===== src/rtl/irq_nest_pkg.sv =====
package irq_nest_pkg;
  // Command codes, bit order {rotate, select, eoi}
  typedef enum logic [2:0] {
    CMD_ROTA_CLR    = 3'b000,
    CMD_EOI_TOP     = 3'b001,
    CMD_NOP         = 3'b010,
    CMD_EOI_NAMED   = 3'b011,
    CMD_ROTA_SET    = 3'b100,
    CMD_ROT_EOI_TOP = 3'b101,
    CMD_SET_LOWEST  = 3'b110,
    CMD_ROT_EOI_NAM = 3'b111
  } cmd_e;
endpackage


===== src/rtl/irq_req_capture.sv =====
module irq_req_capture #(
  parameter int N = 8
) (
  input  logic         clk,
  input  logic         rst_n,
  input  logic [N-1:0] req_i,
  input  logic         level_mode_i,
  input  logic [N-1:0] clr_i,
  output logic [N-1:0] irr_o
);
  logic [N-1:0] req_q, irr_q, rise;

  assign rise  = req_i & ~req_q;
  assign irr_o = irr_q;

  always_ff @(posedge clk) begin
    if (!rst_n) begin
      req_q <= '0;
      irr_q <= '0;
    end else begin
      req_q <= req_i;
      irr_q <= level_mode_i ? req_i : ((irr_q | rise) & ~clr_i);
    end
  end


  edge_latch_src_chk: assert property (@(posedge clk) disable iff (!rst_n)
    !$past(level_mode_i) |-> ((irr_q & ~$past(irr_q) & ~$past(rise)) == '0));
endmodule


===== src/rtl/irq_prio_pick.sv =====
module irq_prio_pick #(
  parameter int N  = 8,
  parameter int LW = $clog2(N)
) (
  input  logic [N-1:0]  vec_i,
  input  logic [LW-1:0] low_i,
  output logic          found_o,
  output logic [LW-1:0] lvl_o
);
  // Scan from the level just above the lowest, wrapping round the ring
  function automatic logic [LW:0] pick(input logic [N-1:0] v, input logic [LW-1:0] low);
    logic [LW-1:0] idx;
    logic          f;
    logic [LW-1:0] l;
    f = 1'b0;
    l = '0;
    for (int k = N - 1; k >= 0; k--) begin
      idx = low + LW'(k + 1);
      if (v[idx]) begin
        f = 1'b1;
        l = idx;
      end
    end
    return {f, l};
  endfunction

  assign {found_o, lvl_o} = pick(vec_i, low_i);
endmodule


===== src/rtl/irq_nest_core.sv =====
module irq_nest_core #(
  parameter int N  = 8,
  parameter int LW = $clog2(N)
) (
  input  logic          clk,
  input  logic          rst_n,
  input  logic [N-1:0]  req_i,
  input  logic          level_mode_i,
  input  logic          auto_eoi_i,
  input  logic          special_mask_i,
  input  logic          mask_we_i,
  input  logic [N-1:0]  mask_wdata_i,
  input  logic          cmd_valid_i,
  input  logic [2:0]    cmd_code_i,
  input  logic [LW-1:0] cmd_level_i,
  input  logic          ack_i,
  input  logic          ack_end_i,
  output logic          int_o,
  output logic [LW-1:0] ack_level_o,
  output logic [N-1:0]  irr_o,
  output logic [N-1:0]  isr_o,
  output logic [N-1:0]  imr_o,
  output logic [LW-1:0] lowest_o
);
  import irq_nest_pkg::*;

  localparam logic [N-1:0] ONE = {{(N-1){1'b0}}, 1'b1};

  logic [N-1:0]  imr_q, isr_q, irr, pend, ceil_vec, set_vec, eoi_clr, aeoi_clr;
  logic [LW-1:0] low_q, low_d, ack_lvl_q, p_lvl, c_lvl, e_lvl;
  logic          rot_aeoi_q, aeoi_armed_q, p_found, c_found, e_found;
  logic          int_w, ack_take, aeoi_fire;
  cmd_e          cmd;

  // Rank 0 is the highest; the lowest level has rank N-1
  function automatic logic [LW-1:0] rank_of(input logic [LW-1:0] lvl, input logic [LW-1:0] low);
    return lvl - low - LW'(1);
  endfunction

  irq_req_capture #(.N(N)) u_cap (
    .clk(clk), .rst_n(rst_n), .req_i(req_i), .level_mode_i(level_mode_i),
    .clr_i(set_vec), .irr_o(irr)
  );

  assign pend     = irr & ~imr_q;
  assign ceil_vec = special_mask_i ? (isr_q & ~imr_q) : isr_q;

  irq_prio_pick #(.N(N), .LW(LW)) u_pick_req (
    .vec_i(pend), .low_i(low_q), .found_o(p_found), .lvl_o(p_lvl));
  irq_prio_pick #(.N(N), .LW(LW)) u_pick_ceil (
    .vec_i(ceil_vec), .low_i(low_q), .found_o(c_found), .lvl_o(c_lvl));
  irq_prio_pick #(.N(N), .LW(LW)) u_pick_eoi (
    .vec_i(isr_q), .low_i(low_q), .found_o(e_found), .lvl_o(e_lvl));

  assign int_w     = p_found && (!c_found || (rank_of(p_lvl, low_q) < rank_of(c_lvl, low_q)));
  assign ack_take  = ack_i && int_w;
  assign set_vec   = ack_take ? (ONE << p_lvl) : '0;
  assign aeoi_fire = ack_end_i && auto_eoi_i && aeoi_armed_q;
  assign aeoi_clr  = aeoi_fire ? (ONE << ack_lvl_q) : '0;
  assign cmd       = cmd_e'(cmd_code_i);

  always_comb begin
    eoi_clr = '0;
    low_d   = low_q;
    if (aeoi_fire && rot_aeoi_q) low_d = ack_lvl_q;
    if (cmd_valid_i) begin
      case (cmd)
        CMD_EOI_TOP:     if (e_found) eoi_clr = ONE << e_lvl;
        CMD_EOI_NAMED:   eoi_clr = ONE << cmd_level_i;
        CMD_ROT_EOI_TOP: if (e_found) begin
                           eoi_clr = ONE << e_lvl;
                           low_d   = e_lvl;
                         end
        CMD_ROT_EOI_NAM: begin
                           eoi_clr = ONE << cmd_level_i;
                           low_d   = cmd_level_i;
                         end
        CMD_SET_LOWEST:  low_d = cmd_level_i;
        default:         ;
      endcase
    end
  end

  always_ff @(posedge clk) begin
    if (!rst_n) begin
      imr_q        <= '0;
      isr_q        <= '0;
      low_q        <= LW'(N - 1);
      ack_lvl_q    <= '0;
      rot_aeoi_q   <= 1'b0;
      aeoi_armed_q <= 1'b0;
    end else begin
      if (mask_we_i) imr_q <= mask_wdata_i;
      isr_q <= (isr_q & ~eoi_clr & ~aeoi_clr) | set_vec;
      low_q <= low_d;
      if (ack_take) ack_lvl_q <= p_lvl;
      if (ack_take) aeoi_armed_q <= 1'b1;
      else if (ack_end_i) aeoi_armed_q <= 1'b0;
      if (cmd_valid_i && cmd == CMD_ROTA_SET) rot_aeoi_q <= 1'b1;
      if (cmd_valid_i && cmd == CMD_ROTA_CLR) rot_aeoi_q <= 1'b0;
    end
  end

  assign int_o       = int_w;
  assign ack_level_o = ack_lvl_q;
  assign irr_o       = irr;
  assign isr_o       = isr_q;
  assign imr_o       = imr_q;
  assign lowest_o    = low_q;


  int_needs_pending_chk: assert property (@(posedge clk) disable iff (!rst_n)
    int_o |-> (|(irr & ~imr_q)));

  isr_set_on_ack_chk: assert property (@(posedge clk) disable iff (!rst_n)
    ((isr_q & ~$past(isr_q)) != '0) |-> $past(ack_i));

  isr_one_per_ack_chk: assert property (@(posedge clk) disable iff (!rst_n)
    $countones(isr_q & ~$past(isr_q)) <= 1);

  masked_never_granted_chk: assert property (@(posedge clk) disable iff (!rst_n)
    ack_take |-> !imr_q[p_lvl]);

  lowest_moves_on_cmd_chk: assert property (@(posedge clk) disable iff (!rst_n)
    !$stable(low_q) |-> $past(cmd_valid_i || ack_end_i));
endmodule


===== config.mk =====
export PLATFORM = sky130hd
export DESIGN_NAME = irq_nest_core
export DESIGN_NICKNAME = d
export VERILOG_FILES = /design/src/rtl/irq_nest_pkg.sv /design/src/rtl/irq_req_capture.sv /design/src/rtl/irq_prio_pick.sv /design/src/rtl/irq_nest_core.sv
export SDC_FILE = /design/constraint.sdc
export NUM_CORES = 1
export LEC_CHECK = 0
export BUFFER_PORTS_ARGS = -buffer_cell sky130_fd_sc_hd__buf_2
export CAP_MARGIN = 5
export CORE_MARGIN = 2
export CORE_UTILIZATION = 50
export CTS_CLUSTER_SIZE = 28
export DETAILED_ROUTE_END_ITERATION = 12
export PLACE_DENSITY = 0.7
export RECOVER_POWER = 50
export SYNTH_ARGS = -nofsm -noshare
export SYNTH_HDL_FRONTEND = slang
export SYNTH_HIERARCHICAL = 1
export SYNTH_SLANG_ARGS = --single-unit

===== constraint.sdc =====
create_clock -name clk -period 10.65 [get_ports clk]
set_input_delay 0.5325 -clock clk [delete_from_list [all_inputs] [get_ports clk]]
set_output_delay 0.5325 -clock clk [all_outputs]
set_load 0.1 [all_outputs]

After elaboration in Yosys (flattened, before gate mapping)
Cells that the tools add are included.
{"block": "word_totals", "ff_bits": 40, "in_bits": 31, "output_inout_bits": 31, "wordCells": 176}
{"block": "op_classes", "addsub": 11, "order_cmp": 9, "eq_ne": 6, "shift": 4, "mux": 109, "bitwise": 14, "n_reduce_logical": 15}
{"op": "3-bit two-way mux", "n": 27}
{"op": "1-bit binary-select mux with 3-bit select", "n": 24}
{"op": "1-bit two-way mux", "n": 50}
{"op": "8-bit bitwise AND", "n": 6}
{"op": "8-bit two-way mux", "n": 6}
{"op": "8-bit inverter", "n": 5}
{"op": "3-bit by 4-bit less-than comparator with 1-bit output, second input constant", "n": 8}
{"op": "1-bit by 3-bit left shift with 8-bit output, first input constant", "n": 4}
{"op": "8-bit OR", "n": 2}
{"op": "8-bit one-hot mux with 2 select lines", "n": 1}
{"op": "3-bit adder, second input constant", "n": 4}
{"op": "3-bit equality test, second input constant", "n": 4}
{"op": "2-bit OR reduction", "n": 4}
{"op": "1-bit logical AND", "n": 7}
{"op": "3-bit by 2-bit adder with 3-bit output, second input constant", "n": 2}
{"op": "3-bit one-hot mux with 2 select lines", "n": 1}
{"op": "3-bit by 1-bit subtractor with 3-bit output, second input constant", "n": 2}
{"op": "3-bit subtractor", "n": 2}
{"op": "3-bit by 1-bit adder with 3-bit output, second input constant", "n": 1}
{"op": "3-bit by 1-bit equality test with 1-bit output, second input constant", "n": 1}
{"op": "3-bit by 2-bit equality test with 1-bit output, second input constant", "n": 1}
{"op": "3-bit logical NOT", "n": 1}
{"op": "3-bit less-than comparator", "n": 1}
{"op": "2-bit nonzero test", "n": 1}
{"op": "other kinds (3)", "n": 3}

Logic depth before layout (Yosys ltp)
{"block": "logic_depth", "word_depth": 23, "mapped_depth": 22, "mapped_depth_nobuf": 19}

Cells and area by module
Netlist, hierarchy kept.
{"module": "irq_prio_pick", "instances": 3, "cells_each": 77, "area_each_um2": 674.4, "seq_area_each_um2": 0.0}
{"module": "irq_nest_core", "instances": 1, "cells_each": 194, "area_each_um2": 1620.3, "seq_area_each_um2": 480.5}
{"module": "irq_req_capture", "instances": 1, "cells_each": 50, "area_each_um2": 609.3, "seq_area_each_um2": 320.3}

Least setup slack after synthesis
Ideal clock, no wire load.
{"block": "synth_timing", "kind": "register to output", "from": "register low_q[1], in the netlist lowest_o[1]", "to": "output int_o", "t_arrival_ns": 7.062, "t_required_ns": 10.118, "setup_slack_ns": 3.056, "path_stages_with_launch": 18, "n_path_buf": 2, "cell_sequence": "dfxtp_1 -> clkbuf_1 -> inv_1 -> ha_1 -> buf_6 -> mux4_2 -> mux2_2 -> a21oi_1 -> o21ai_0 -> a31oi_1 -> ha_1 -> inv_1 -> fa_1 -> xnor2_1 -> xnor2_1 -> ha_1 -> o21a_1 -> a21boi_0"}
{"block": "synth_between", "elab_chain_len": 15, "word_cells_on_any_way": 79, "cone_classes": "add/sub: 11; order compare: 1; mux: 64; reduce/logical: 3"}
{"element": "start: declaration", "line": "irq_nest_core.sv:30", "rtl": "logic [LW-1:0] low_q, low_d, ack_lvl_q, p_lvl, c_lvl, e_lvl;"}
{"element": "start signal: assignment", "line": "irq_nest_core.sv:88", "rtl": "low_q <= LW'(N - 1);"}
{"element": "start signal: assignment", "line": "irq_nest_core.sv:95", "rtl": "low_q <= low_d;"}
{"element": "3-bit adder or 1-bit binary-select mux with 3-bit select (tied branches)", "line": "irq_prio_pick.sv:18, irq_prio_pick.sv:19"}
{"element": "1-bit binary-select mux with 3-bit select or 1-bit two-way mux (tied branches)", "line": "irq_prio_pick.sv:19", "rtl": "if (v[idx]) begin"}
{"element": "1-bit two-way mux (implied by the code) or 3-bit two-way mux (tied branches)", "line": "irq_prio_pick.sv:19"}
{"element": "3-bit two-way mux (6 in a row)", "line": "irq_prio_pick.sv:19"}
{"element": "3-bit two-way mux *", "line": "irq_prio_pick.sv:19"}
{"element": "named net p_lvl[0]", "line": "irq_nest_core.sv:30"}
{"element": "3-bit subtractor *", "line": "irq_nest_core.sv:37", "rtl": "return lvl - low - LW'(1);"}
{"element": "3-bit by 1-bit subtractor with 3-bit output *", "line": "irq_nest_core.sv:37"}
{"element": "3-bit less-than comparator *", "line": "irq_nest_core.sv:55", "rtl": "assign int_w = p_found && (!c_found || (rank_of(p_lvl, low_q) < rank_of(c_lvl, low_q)));"}
{"element": "1-bit logical OR *", "line": "irq_nest_core.sv:55"}
{"element": "1-bit logical AND *", "line": "irq_nest_core.sv:55"}
{"element": "end: declaration", "line": "irq_nest_core.sv:18", "rtl": "output logic int_o,"}
The timed path passes the listed nets; every way through them passes the cells marked *. The select of a mux whose other input is x is not followed.

Final worst setup path
{"block": "layout_timing", "from": "register low_q[0], in the netlist lowest_o[0]", "to": "output int_o"}
The elaborated chain is that of the path after synthesis.

==> results.md <==
- Status: finished, final reports clean
- CTS Buf Count: 5
- Clock slew at reported path FFs: 0.09 ns
- Crit path buffers/inverters: 3
- Mux share of post-synthesis cell area: 0.250
- Sequential fraction of the synthesis area: 0.188
- Normalized max-slew margin: 0.198
- I/O Pins: slightly above 60
- Critical Path Stages: 16
- Power Density: between 300 and 400 nW/µm²
- Share of cells above drive strength 1: 0.239
- Vias post-DR: around 4100
- Initial core utilization: 0.518
- Maximum operating frequency: between 150 and 200 MHz
- WHS: 0.454 ns
- Period utilization: 0.562
- Max FO, Critical Path: 25
- Post-synth cell types: 63
- Tot Pwr: about 0.0014 W
- Ys Warns: 6
- Maxcap violations: 0
- Simple-gate area share of the yosys netlist: 0.197
- GPL Wtd Cong: 0.953
- Port bufs: approximately 60
- Cell count after synthesis: 475
- H-tree Lvls: 2
- Final Non-Filler Cells: ~630
- Final worst slack: approximately 4.7 ns
- XOR/XNOR Fraction of Synth Area: 0.0268
- Global route overflow: 0
- Top_reg_cell synth: dfxtp_1
- RSZ-0062 raised after global routing: false
- Die area: between 9000 and 10000 µm²
- Reg area: approximately 800 µm²
- Syn Area/Cell: ~9.0 µm²
- Final setup violation count: 0
- Synth-to-layout area growth: 8.36%
- Multi-input gate area: roughly 3200 µm²
- Top delay family on crit path: adder cells
- First-pass GRT wire length: 18100 µm
- Wirelength per Cell: about 18 µm
- Worst-path cell chain: inv_1, ha_1, mux4_2, mux2_2, a21oi_1, o21ai_0, a31oi_1, ha_1, inv_1, fa_1, xnor2_1, xnor2_1, ha_1, o21a_1, a21boi_0, buf_2
- Drt via density: 6.51
- Post-cts sizing count: 0
- Core area: ~8200 µm²
- Flops & latches, synth: 40
- CTS Hold Bufs: 0
- Arrival time at the worst endpoint: between 5 and 6 ns
- Worst min path class: primary input to flip-flop
- Final Slew Violations: 0
- Critical Path Most Common Cell: ha_1
- Bufs on Longest Clock Path: 2
- Root Driver: clkbuf_8
- GRT Total Usage: 0.249
- Synth Area in Compound Gates: 0.231
- Placed Cells: 619
- Die Wd: just under 100 µm
- Setup TNS: 0 ns
- Worst-Skew Late Latency: 0.30 ns
- Slew @ Worst Pin: between 1 and 1.5 ns
- Worst slack, placed: about 4.8 ns
- Worst Path Required: between 10 and 15 ns
- Hold Vio Cnt, Final: 0
- Critical path class: flip-flop to primary output
- CP max stage cell: dfxtp_2
- Antenna-violating nets left: 0
- Starting DRT DRC Count: roughly 260
- EDFF count, synth: 0
- Area leader, netlist: dfxtp_1
- Die height: a little under 100 µm
- # diodes: 0
- Ys async rst share: 0
- Top cells by area, synth: dfxtp_1 (19%), mux4_2 (13%), mux2_2 (5.8%), mux2i_1 (5.4%), buf_6 (3.2%)
- Vias in the first global route: 3584
- Postcts setup bufs: 0
- Largest family of logic cells by synthesized area: multiplexers
- Post-Synth Adder-Cell Area: 0.0388
- Worst path max stage delay: 0.70 ns
- Clk sinks: 40
- Yosys top cell area share: 0.188
- Setup crit end kind: primary output
- Period minus WS final: roughly 6 ns
- Largest net degree at the start of global routing: 40
- CTS tree: done
- Fillers: 756
- Worst hold path stage count: 2
- Critical Path Start Type: flip-flop
- P_leak: roughly 1.9 nW
- Peak supply drop: approximately 0.00022 V
- Mapped Area: ~4300 µm²
- First-pass detailed-route iteration total: 5
- Final Skew: 0.00654 ns
- Placement row count: 33
- DRC viols: 0
- Reg2Reg Depth: 19
- Antenna violations before repair: 0
- Final nets: between 500 and 600
- WL final: 11300 µm
- Syn_nets: approximately 520
- Sum of net half-perimeters after detailed placement: roughly 8500 µm
[through the flow]
stage / cell area (µm²) / util
6_report: 4610 / 0.561
2_1_floorplan: 4250 / -
3_3_place_gp: 4520 / 0.550
3_5_place_dp: 4520 / 0.550
4_1_cts: 4630 / 0.564
5_1_grt: 4610 / 0.561
[where the power goes]
group / internal (W) / leakage [nW] / switching (W)
clock network: 0.0000706 / 0.0548 / 0.0000593
logic: 0.000367 / 1.47 / 0.000707
registers: 0.000175 / 0.330 / 0.0000445
total: 0.000613 / 1.85 / 0.000811
[routing by layer]
metal | wire, µm | track usage | share of wire
met1 | 5070 | 0.371 | 0.45
met4 | 162 | 0.0548 | 0.014
met5 | 0 | 0 | 0
met3 | 854 | 0.0282 | 0.075
met2 | 5230 | 0.387 | 0.46
[cell usage in the layout (no fill, tap or decap), types with 4 or more instances in the layout]
master	netlist	layout
mux4_2	24	24
dfxtp_1	40	39
nand2b_1	9	9
and2_0	0	7
nor2_1	28	28
a21oi_1	19	19
a22oi_1	4	4
mux2_2	22	22
or3_1	5	5
nand2_1	21	21
o221ai_1	4	4
nand3_1	17	17
and4bb_2	6	6
xor2_1	7	7
nand3b_1	5	5
nor2b_1	9	9
buf_2	4	42
nor3_1	13	13
o21a_1	9	9
o21bai_1	8	8
a211oi_1	9	9
clkbuf_8	0	5
ha_1	10	10
a21o_1	10	10
a21oi_2	5	5
a21boi_0	9	9
mux2i_1	23	23
a221oi_1	6	6
clkbuf_1	7	19
or2_2	4	4
nor4_1	4	4
o21ai_0	23	23
xnor2_1	6	6
inv_1	25	25
a31oi_1	12	12
[cell type report]
cell class	count	area share
Clock buffer	5	0.0149
Clock inverter	3	0.0100
Inverter	25	0.0204
Multi-Input combinational cell	385	0.686
Sequential cell	40	0.174
Tap cell	105	0.0285
Timing Repair Buffer	64	0.0660
[logic make-up (layout without fill, tap and decap cells)]
kind of cell / after synthesis / count (layout)
DFF: 40 / 40
AOI/OAI and AO/OA: 141 / 141
buffers and inverters: 50 / 97
muxes: 72 / 72
adders and majority gates: 12 / 12
xor gates and xnor gates: 13 / 13
and+or+nand+nor: 147 / 147
[worst paths after layout]
path / startpoint / end / slack [ns]
setup / recovery: lowest_o[0] / int_o / 4.67
hold / removal: req_i[0] / u_cap/req_q[0] / 0.45
setup reg to reg: lowest_o[0] / u_cap/irr_o[1] / 4.80
hold reg to reg: rot_aeoi_q / rot_aeoi_q / 0.53
[cell usage after synthesis, drive strengths merged (3+ instances only)]
library cell,number
o22ai,3
dfxtp,40
a21oi,25
and4bb,7
o211ai,3
o21bai,8
o21a,9
buf,17
mux2,25
nand3,17
a211oi,9
a21boi,9
o21ai,24
mux2i,23
xor2,7
nor2,28
and2,9
and3,3
nor2b,9
nand2,21
nand3b,5
clkbuf,8
a21o,10
o311ai,4
a22o,3
nand2b,10
a221oi,6
nor3b,3
or2,4
xnor2,6
or3,8
ha,10
a22oi,4
inv,25
nor3,13
o221ai,4
a31oi,12
mux4,24
nor4,4
[flip-flops by register name, indices dropped and copies added (netlist names)]
signal        flops
rot_aeoi_q        1
u_cap/req_q       8
u_cap/irr_o       8
isr_o             8
ack_level_o       3
lowest_o          3
aeoi_armed_q      1
imr_o             8
No activity file was read; power rests on OpenSTA's default activity.
